--- config.mk ---
export PLATFORM = sky130hd
export DESIGN_NAME = pfc_stat_csr
export DESIGN_NICKNAME = d
export VERILOG_FILES = /design/src/rtl/pfc_pkg.sv /design/src/rtl/pfc_evt_latch.sv /design/src/rtl/pfc_quanta_cap.sv /design/src/rtl/pfc_irq_gen.sv /design/src/rtl/pfc_stat_csr.sv
export SDC_FILE = /design/constraint.sdc
export NUM_CORES = 1
export LEC_CHECK = 0
export ABC_CLOCK_PERIOD_IN_PS = 2000
export BUFFER_PORTS_ARGS = -buffer_cell sky130_fd_sc_hd__buf_2
export CORE_MARGIN = 5
export CORE_UTILIZATION = 49
export CTS_CLUSTER_SIZE = 20
export DETAILED_ROUTE_END_ITERATION = 8
export GPL_TIMING_DRIVEN = 0
export PLACE_DENSITY = 0.93
export SLEW_MARGIN = 15
export SYNTH_ARGS = -nofsm -noshare
export SYNTH_HDL_FRONTEND = slang
export SYNTH_SLANG_ARGS = --single-unit
--- constraint.sdc ---
create_clock -name clk -period 2 [get_ports clk]
set_input_delay 0.6 -clock clk [delete_from_list [all_inputs] [get_ports clk]]
set_output_delay 0.6 -clock clk [all_outputs]
set_load 0.03 [all_outputs]
--- src/rtl/pfc_pkg.sv ---
package pfc_pkg;

   localparam int EVT_W = 3;

   localparam int EV_RX_PAUSE = 0;
   localparam int EV_ENTER    = 1;
   localparam int EV_EXIT     = 2;

   typedef enum logic {
      SEL_STATUS = 1'b0,
      SEL_MASK   = 1'b1
   } pfc_sel_e;

endpackage

--- src/rtl/pfc_evt_latch.sv ---
module pfc_evt_latch #(
   parameter int N = 3
) (
   input  logic         clk,
   input  logic         rst_n,
   input  logic [N-1:0] set_i,
   input  logic         clr_i,
   output logic [N-1:0] q_o
);

   for (genvar i = 0; i < N; i++) begin : g_bit
      always_ff @(posedge clk or negedge rst_n) begin
         if (!rst_n)
            q_o[i] <= 1'b0;
         else if (set_i[i])
            q_o[i] <= 1'b1;
         else if (clr_i)
            q_o[i] <= 1'b0;
      end
   end

endmodule

--- src/rtl/pfc_quanta_cap.sv ---
module pfc_quanta_cap #(
   parameter int W = 16
) (
   input  logic         clk,
   input  logic         rst_n,
   input  logic         load_i,
   input  logic [W-1:0] din_i,
   output logic [W-1:0] q_o
);

   always_ff @(posedge clk or negedge rst_n) begin
      if (!rst_n)
         q_o <= '0;
      else if (load_i)
         q_o <= din_i;
   end

endmodule

--- src/rtl/pfc_irq_gen.sv ---
module pfc_irq_gen #(
   parameter int N       = 3,
   parameter bit IRQ_REG = 1'b1
) (
   input  logic         clk,
   input  logic         rst_n,
   input  logic [N-1:0] evt_i,
   input  logic [N-1:0] mask_i,
   output logic         irq_o
);

   logic active;
   assign active = |(evt_i & ~mask_i);

   if (IRQ_REG) begin : g_reg
      always_ff @(posedge clk or negedge rst_n) begin
         if (!rst_n)
            irq_o <= 1'b0;
         else
            irq_o <= active;
      end
   end else begin : g_comb
      logic unused_clk_rst;
      assign unused_clk_rst = clk ^ rst_n;
      assign irq_o = active;
   end

endmodule

--- src/rtl/pfc_stat_csr.sv ---
module pfc_stat_csr #(
   parameter int DATA_W   = 32,
   parameter int QUANTA_W = 16,
   parameter bit IRQ_REG  = 1'b1
) (
   input  logic                clk,
   input  logic                rst_n,
   input  logic                rx_pause_vld,
   input  logic [QUANTA_W-1:0] rx_pause_time,
   input  logic                tx_paused_enter,
   input  logic                tx_paused_exit,
   input  logic                csr_sel,
   input  logic                csr_rd,
   input  logic                csr_wr,
   input  logic [DATA_W-1:0]   csr_wdata,
   output logic [DATA_W-1:0]   csr_rdata,
   output logic                pfc_irq
);
   import pfc_pkg::*;

   localparam int QLO = DATA_W - QUANTA_W;

   if (QUANTA_W < 1) begin : g_bad_quanta
      $error("pfc_stat_csr: QUANTA_W must be at least 1");
   end
   if (QLO < EVT_W) begin : g_bad_width
      $error("pfc_stat_csr: DATA_W too small for quanta field plus event bits");
   end

   logic [EVT_W-1:0]    evt_set;
   logic [EVT_W-1:0]    evt_q;
   logic [EVT_W-1:0]    mask_q;
   logic [QUANTA_W-1:0] quanta_q;
   logic [DATA_W-1:0]   sts_word;
   logic [DATA_W-1:0]   mask_word;
   logic                sts_clr;
   logic                mask_wr;
   logic                unused_wdata_hi;

   assign unused_wdata_hi = ^csr_wdata[DATA_W-1:EVT_W];

   assign evt_set[EV_RX_PAUSE] = rx_pause_vld;
   assign evt_set[EV_ENTER]    = tx_paused_enter;
   assign evt_set[EV_EXIT]     = tx_paused_exit;

   assign sts_clr = csr_rd  && (pfc_sel_e'(csr_sel) == SEL_STATUS);
   assign mask_wr = csr_wr  && (pfc_sel_e'(csr_sel) == SEL_MASK);

   pfc_evt_latch #(.N(EVT_W)) u_evt (
      .clk   (clk),
      .rst_n (rst_n),
      .set_i (evt_set),
      .clr_i (sts_clr),
      .q_o   (evt_q)
   );

   pfc_quanta_cap #(.W(QUANTA_W)) u_quanta (
      .clk    (clk),
      .rst_n  (rst_n),
      .load_i (rx_pause_vld),
      .din_i  (rx_pause_time),
      .q_o    (quanta_q)
   );

   always_ff @(posedge clk or negedge rst_n) begin
      if (!rst_n)
         mask_q <= '0;
      else if (mask_wr)
         mask_q <= csr_wdata[EVT_W-1:0];
   end

   always_comb begin
      sts_word                 = '0;
      sts_word[EVT_W-1:0]      = evt_q;
      sts_word[DATA_W-1:QLO]   = quanta_q;
      mask_word                = '0;
      mask_word[EVT_W-1:0]     = mask_q;
   end

   always_ff @(posedge clk or negedge rst_n) begin
      if (!rst_n)
         csr_rdata <= '0;
      else if (csr_rd)
         csr_rdata <= (pfc_sel_e'(csr_sel) == SEL_MASK) ? mask_word : sts_word;
   end

   pfc_irq_gen #(.N(EVT_W), .IRQ_REG(IRQ_REG)) u_irq (
      .clk    (clk),
      .rst_n  (rst_n),
      .evt_i  (evt_q),
      .mask_i (mask_q),
      .irq_o  (pfc_irq)
   );

endmodule

; ---- Yosys cells after proc, flatten, opt, wreduce, memory -nomap -nowiden
; Index checks and enable logic that the tools add are counted.
[op_classes]
bitwise_logic = 3
muxes = 5
n_reduce_logical = 6
[op_table]
columns = operator, n
row1 = $mux 32, 1
row2 = $reduce_bool 2->1, 3
row3 = $mux 1, 4
row4 = $and 3x3->3, 1
row5 = $not 3->3, 1
row6 = $reduce_or 3->1, 1
row7 = $logic_and 1x1->1, 2
row8 = $not 1->1, 1
[word_totals]
input_bits = 56
elab_cells = 21
reg_bits = 55

; ---- Depth between registers and ports, before layout
; Gate-level depths: netlist of run 1.
[logic_depth]
depth_word = 4
ltp_mapped = 4

; ---- Modules after synthesis
; Synthesis of run 1 repeated with hierarchy kept, for this count alone.
[hier_totals]
cells_unflattened = 149
hier_area_um2 = 1873.0
[by_module_without_submodules]
columns = mod, instances, area_per_inst_um2, cells_per_inst, seq_area_each_um2
row1 = pfc_stat_csr, 1, 1068.5, 103, 550.5
row2 = pfc_quanta_cap, 1, 649.4, 34, 400.4
row3 = pfc_evt_latch, 1, 101.3, 7, 75.1
row4 = pfc_irq_gen, 1, 53.8, 5, 25.0

; ---- Least setup slack after synthesis of run 1
; Ideal clock, no wire load.
[synth_path]
kind = in2reg
startpoint = in rx_pause_vld
endpoint = reg u_quanta.q_o[0]
setup_slack_ns = 0.718
required_ns = 1.875
path_buffers = 2
t_arrival_ns = 1.157
setup_ns = 0.125
path_stages = 3
cell_sequence = buf_6 buf_6 mux2_4
[synth_rtl]
columns = item, line
row1 = "start, declared", pfc_stat_csr.sv:8  ; input logic rx_pause_vld,
row2 = "end signal, assigned", pfc_quanta_cap.sv:15  ; q_o <= din_i;
row3 = "end, declared", pfc_quanta_cap.sv:8  ; output logic [W-1:0] q_o
; No word-level cell between the ends.

; ---- Worst setup path in the final report of run 1
[layout_path]
startpoint = reg csr_rdata[26]
endpoint = out csr_rdata[26]
[layout_rtl]
columns = item, line
row1 = "start, declared", pfc_stat_csr.sv:16  ; output logic [DATA_W-1:0] csr_rdata,
row2 = "start signal, assigned", pfc_stat_csr.sv:84  ; csr_rdata <= (pfc_sel_e'(csr_sel) == SEL_MASK) ? mask_word : sts_word;
; No word-level cell between the ends.

==> results_dict.tcl, run 1 <==
set metrics [dict create \
    wire_per_inst_um 13.7 \
    cts_max_level 2 \
    antenna_left 0 \
    dp_hpwl_um 2540 \
    power.leakage_uw 0.00114 \
    die_w_um 70.7 \
    postSynthCellCount 140 \
    post-synth-top-count-cell "dfrtp_1" \
    synth_edf_count 0 \
    drt_iter0_drc 84 \
    core_area_um2 3610 \
    routabilityCongestion 0.702 \
    cts_hold_buf 0 \
    finalSetupViolCount 0 \
    min_period_ns 1.45 \
    placed_cell_area_um2 2130 \
    die_y_um 70.7 \
    io_buffers 44 \
    cts_resized 0 \
    clock-sinks 42 \
    wl_met1_um 1500 \
    synth_top_cell_area_share_pct 58.2 \
    clk_pin_slew_ns 0.07 \
    worst_pin_slew_ns 0.898 \
    final_nets 259 \
    worst_setup_path_end_kind "primary output" \
    gr-total-overflow 0 \
    grt_pass1_wl_um 5730 \
    cts_tree "built" \
    startpoint_type "flop" \
    critPathKind "flop to primary output" \
    area_growth_pct 22.4 \
    rsz0062_at_grt "false" \
    dr.max_layer_used "met4" \
    seqCellArea_um2 1050 \
    cpPeakStageDelay_ns 0.39 \
    postCtsSetupBuffers 0 \
    io_pins 89 \
    clockRootBuffer "clkbuf_8" \
    drive_above_1_share_pct 45.3 \
    row_count 22 \
    slew_headroom_pct 40.2 \
    fillers 300 \
    seq_area_frac_synth_pct 58.2 \
    fin_crit_sh_pct 72.6 \
    grt_pass1_vias 1221 \
    clk-insertion-delay-late_ns 0.28 \
    yosysWarningCount 0 \
    fin_util_pct 61.3 \
    synth_common_cells "dfrtp_1 (42), buf_4 (15), inv_1 (13), nand3b_1 (11), mux2_2 (10)" \
    multi_input_area_um2 593 \
    finalHoldViolCount 0 \
    crit_path_cell_trace "buf_2" \
    dr.pass1.iters 4 \
    crit_arrival_ns 0.85 \
    fin_skew_ns 0.00465 \
    hold_class "primary input to async pin" \
    synth.cell_area_um2 1810 \
    powerDensity_nw_per_um2 842 \
    synth_ff_type "dfrtp_1" \
    dieArea_um2 5000 \
    cts_buffers 5 \
    grt_max_degree 43 \
    async_flop_share_pct 100 \
    path_buf_inv 1 \
    critPathRequiredTime_ns 1.40 \
    num_vias 1165 \
    report.final.slew_viol_count 0 \
    met2WireLength_um 1650 \
    initial_core_util_pct 50.1 \
    cts_buffer_depth 2 \
    n_antenna_cell 0 \
    drt-total-wl_um 3450 \
    yosys.cell_types.count 22 \
    via_per_inst 4.64 \
    fmax_mhz 689 \
    cp_max_fo 2 \
    avgSynthCellArea_um2 12.9 \
    cp_top_family "flip-flops" \
    grt_usage_pct 14.4 \
    synth_area_leaders "dfrtp_1 (58%), mux2_4 (7.5%), buf_4 (6.2%), mux2_2 (6.2%), nand3b_1 (4.6%)" \
    maxCapViolations 0 \
    ir_drop_uv 371 \
    dr_wl_met3_um 279 \
    status "finished, final reports clean" \
    drc 0 \
    setup_tns_ns 0 \
    yosysTopAreaCell "dfrtp_1" \
    grt_antenna_before_repair 0 \
    ys_ff_latch 42 \
    critical_path.slowest_cell "dfrtp_1" \
    final_cell_area_um2 2210 \
]
-- worst paths after layout --
path                       slack (ns)             to  cells past startpoint             start
hold reg to reg                  0.50  csr_rdata[29]                      1  u_quanta.q_o[13]
hold / removal                   0.45  csr_rdata[18]                      1             rst_n
min in group clk                 0.50   u_evt.q_o[2]                      2    tx_paused_exit
max in group asynchronous        0.99   u_evt.q_o[2]                      1             rst_n
setup / recovery                 0.55  csr_rdata[26]                      1     csr_rdata[26]
setup reg to reg                 1.22      mask_q[0]                      1         mask_q[0]
-- routing by layer --
| layer | track usage (%) | vias up |
|---|---|---|
| li1 | - | 565 |
| met1 | 18.5 | 560 |
| met2 | 23.3 | 38 |
| met3 | 5.11 | 2 |
| met4 | 3.76 | 0 |
| met5 | 0 | - |
-- cell type report --
| type | instances | area share (%) |
|---|---|---|
| well taps | 48 | 2.72 |
| inverters | 14 | 2.38 |
| repair buffers | 44 | 9.96 |
| clock inverters | 2 | 0.453 |
| multi-input cells | 76 | 26.8 |
| flip-flops and latches | 42 | 47.5 |
| plain buffers | 20 | 7.02 |
| clock buffers | 5 | 3.11 |
-- state kept, by name (all words and copies together), names as in the netlist --
register	flops
csr_rdata	19
u_quanta.q_o	16
mask_q	3
u_evt.q_o	3
u_irq.irq_o	1
-- cells by family after synthesis --
family	Yosys count	synth area share, %
other cells	1	0.208
flops	42	58.2
compound gates	23	8.03
simple gates	18	6.72
mux	22	15.4
buf+inv	34	11.5
-- placed cells by master (no fill, tap or decap), types with 5 or more instances in the layout --
master and n:
o21ai_0 8, nand3b_1 11, clkbuf_8 5, mux2_4 9, buf_4 15, buf_2 45
inv_1 13, conb_1 13, a22o_1 5, mux2_2 10, dfrtp_1 42
-- stage by stage --
stage	total power (µW)	worst slack (ns)	hold slack (ns)	cells
3_3_place_gp	1370	0.626	0.470	244
6_report	1860	0.548	0.446	251
5_1_grt	1950	0.515	0.488	251
4_1_cts	1880	0.539	0.474	251
2_1_floorplan	1270	0.718	0.304	152
3_5_place_dp	1390	0.610	0.485	244
-- report_power, final --
part,leakage (µW),internal (µW),switching (µW)
sequential,0.000503,937,47.5
clock,0.0000438,234,262
combinational,0.000598,155,226
total,0.00114,1330,536
(Power assumes the default switching activity.)
==> inputs of run 2 (changes only) <==
--- a/config.mk
+++ b/config.mk
@@ -5,14 +5,14 @@
 export SDC_FILE = /design/constraint.sdc
 export NUM_CORES = 1
 export LEC_CHECK = 0
-export ABC_CLOCK_PERIOD_IN_PS = 2000
+export ABC_CLOCK_PERIOD_IN_PS = 1300
 export BUFFER_PORTS_ARGS = -buffer_cell sky130_fd_sc_hd__buf_2
 export CORE_MARGIN = 5
-export CORE_UTILIZATION = 49
+export CORE_UTILIZATION = 41
 export CTS_CLUSTER_SIZE = 20
 export DETAILED_ROUTE_END_ITERATION = 8
 export GPL_TIMING_DRIVEN = 0
-export PLACE_DENSITY = 0.93
+export PLACE_DENSITY = 0.84
 export SLEW_MARGIN = 15
 export SYNTH_ARGS = -nofsm -noshare
 export SYNTH_HDL_FRONTEND = slang
==> constraint.sdc (replaced) <==
create_clock -name clk -period 1.3 [get_ports clk]
set_input_delay 0.39 -clock clk [delete_from_list [all_inputs] [get_ports clk]]
set_output_delay 0.39 -clock clk [all_outputs]
set_load 0.03 [all_outputs]
==> run 2 against run 1 <==
Effect of this change: clock power rose by 110%; sequential cell count did not move; die area rose by 17%; core utilization fell by 8.3 points; clock skew rose by 0.0046 ns; via count rose by 1.3%; setup slack got worse by 0.51 ns; hold slack got worse by 0.21 ns; first-iteration DRC count fell by 31%; final cell count rose by 3.6%; largest cell class unchanged; largest power group unchanged.
==> results_dict.tcl, run 2 (synthesized netlist as in run 1, its figures left out) <==
set metrics [dict create \
    report.final.slew_viol_count 0 \
    largest_reg_flops 19 \
    drt-total-wl_um 3650 \
    clock-sinks 42 \
    slew_headroom_pct 38.4 \
    io_buffers 44 \
    cts_buffer_depth 2 \
    powerDensity_nw_per_um2 1370 \
    clk-insertion-delay-late_ns 0.29 \
    cts_hold_buf 0 \
    drt_iter0_drc 58 \
    fin_crit_sh_pct 97.0 \
    cts_max_level 2 \
    finalHoldViolCount 0 \
    dr.pass1.iters 4 \
    min_period_ns 1.26 \
    via_per_inst 4.54 \
    cpPeakStageDelay_ns 0.40 \
    post-place-ws_ns 0.0414 \
    cp_top_family "flip-flops" \
    drive_above_1_share_pct 46.6 \
    grt_pass1_vias 1207 \
    fin_skew_ns 0.00926 \
    maxCapViolations 0 \
    power.leakage_uw 0.00117 \
    grt_antenna_before_repair 0 \
    core_area_um2 4320 \
    cts_buffers 5 \
    area_growth_pct 26.9 \
    fmax_mhz 793 \
    dieArea_um2 5830 \
    row_count 24 \
    die_y_um 76.4 \
    grt_usage_pct 13.4 \
    grt_max_degree 43 \
    n_antenna_cell 0 \
    startpoint_type "flop" \
    holdWs_ns 0.234 \
    worst_pin_slew_ns 0.924 \
    status "finished, final reports clean" \
    cp_max_fo 2 \
    hold_class "primary input to async pin" \
    num_vias 1180 \
    mostFrequentLayoutCell "dfrtp_1" \
    antenna_left 0 \
    dp_hpwl_um 2630 \
    power_uw 3150 \
    clockRootBuffer "clkbuf_8" \
    io_pins 89 \
    clk_pin_slew_ns 0.09 \
    critical_path.slowest_cell "dfrtp_1" \
    biggestRegsByFlops "csr_rdata x19, u_quanta.q_o x16" \
    setup_tns_ns 0 \
    largest_register "csr_rdata" \
    grt_pass1_wl_um 6270 \
    drc 0 \
    routabilityCongestion 0.702 \
    critPathKind "flop to primary output" \
    crit_path_cell_trace "buf_4" \
    ir_drop_uv 467 \
    finalWorstSetupSlack_ns 0.0389 \
    critPathRequiredTime_ns 0.91 \
    wire_per_inst_um 14.0 \
    cts_tree "built" \
    crit_arrival_ns 0.87 \
    layout_common_cells "dfrtp_1 (42), buf_2 (40), buf_4 (22)" \
    initial_core_util_pct 41.8 \
    finalSetupViolCount 0 \
    path_buf_inv 1 \
    worst_setup_path_end_kind "primary output" \
    gr-total-overflow 0 \
    die_w_um 76.4 \
    final_nets 263 \
]
==> run 2: where the power goes <==
group          internal, µW  switching, µW  total [µW]
Combinational           260            353         613
Clock                   571            450        1020
Sequential             1440           76.0        1520
==> run 2: layout make-up <==
cell class / instances / area [µm²]
inverters: 14 / 52.6
plain buffers: 20 / 155
fillers: 376 / 2030
repair buffers: 48 / 263
well taps: 52 / 65.1
clock inverters: 3 / 45.0
clock buffers: 5 / 68.8
flip-flops and latches: 42 / 1050
multi-input cells: 76 / 593
==> run 2: repair_timing <==
item | 4_1_cts | 5_1_grt
gates resized for setup | 0 | 8
setup endpoints to repair | 0 | 5
setup buffers | 0 | 4
==> run 2: worst reg2reg max path, cell delays in order, from the launching register on <==
cell	delay, ns
dfrtp_1	0.40
buf_4	0.14
a22o_1	0.21
==> run 2: path summary, 6_finish.rpt <==
path                                 endpoint  slack, ns  cells past startpoint        startpoint
worst min register to register  csr_rdata[31]       0.49                      1  u_quanta.q_o[15]
worst min-delay path            csr_rdata[18]       0.23                      1             rst_n
max in group asynchronous         u_irq.irq_o       0.49                      1             rst_n
min in group clk                 u_evt.q_o[1]       0.27                      2   tx_paused_enter
worst max register to register  csr_rdata[27]       0.45                      2     csr_rdata[27]
worst max-delay path            csr_rdata[27]       0.04                      1     csr_rdata[27]
==> run 2: stage by stage <==
stage | util [%] | instance area, µm² | cells
after floorplan | - | 1850 | 152
after global placement | 49.4 | 2140 | 248
after detailed placement | 49.4 | 2140 | 248
after CTS | 52.1 | 2250 | 256
after global routing | 53.0 | 2290 | 260
final | 53.0 | 2290 | 260
==> run 2: per-layer routing <==
metal	GRT usage, %	share of wire (%)
met5	0	0
met4	4.72	0.93
met3	4.73	6.5
met2	21.7	49
met1	16.5	43
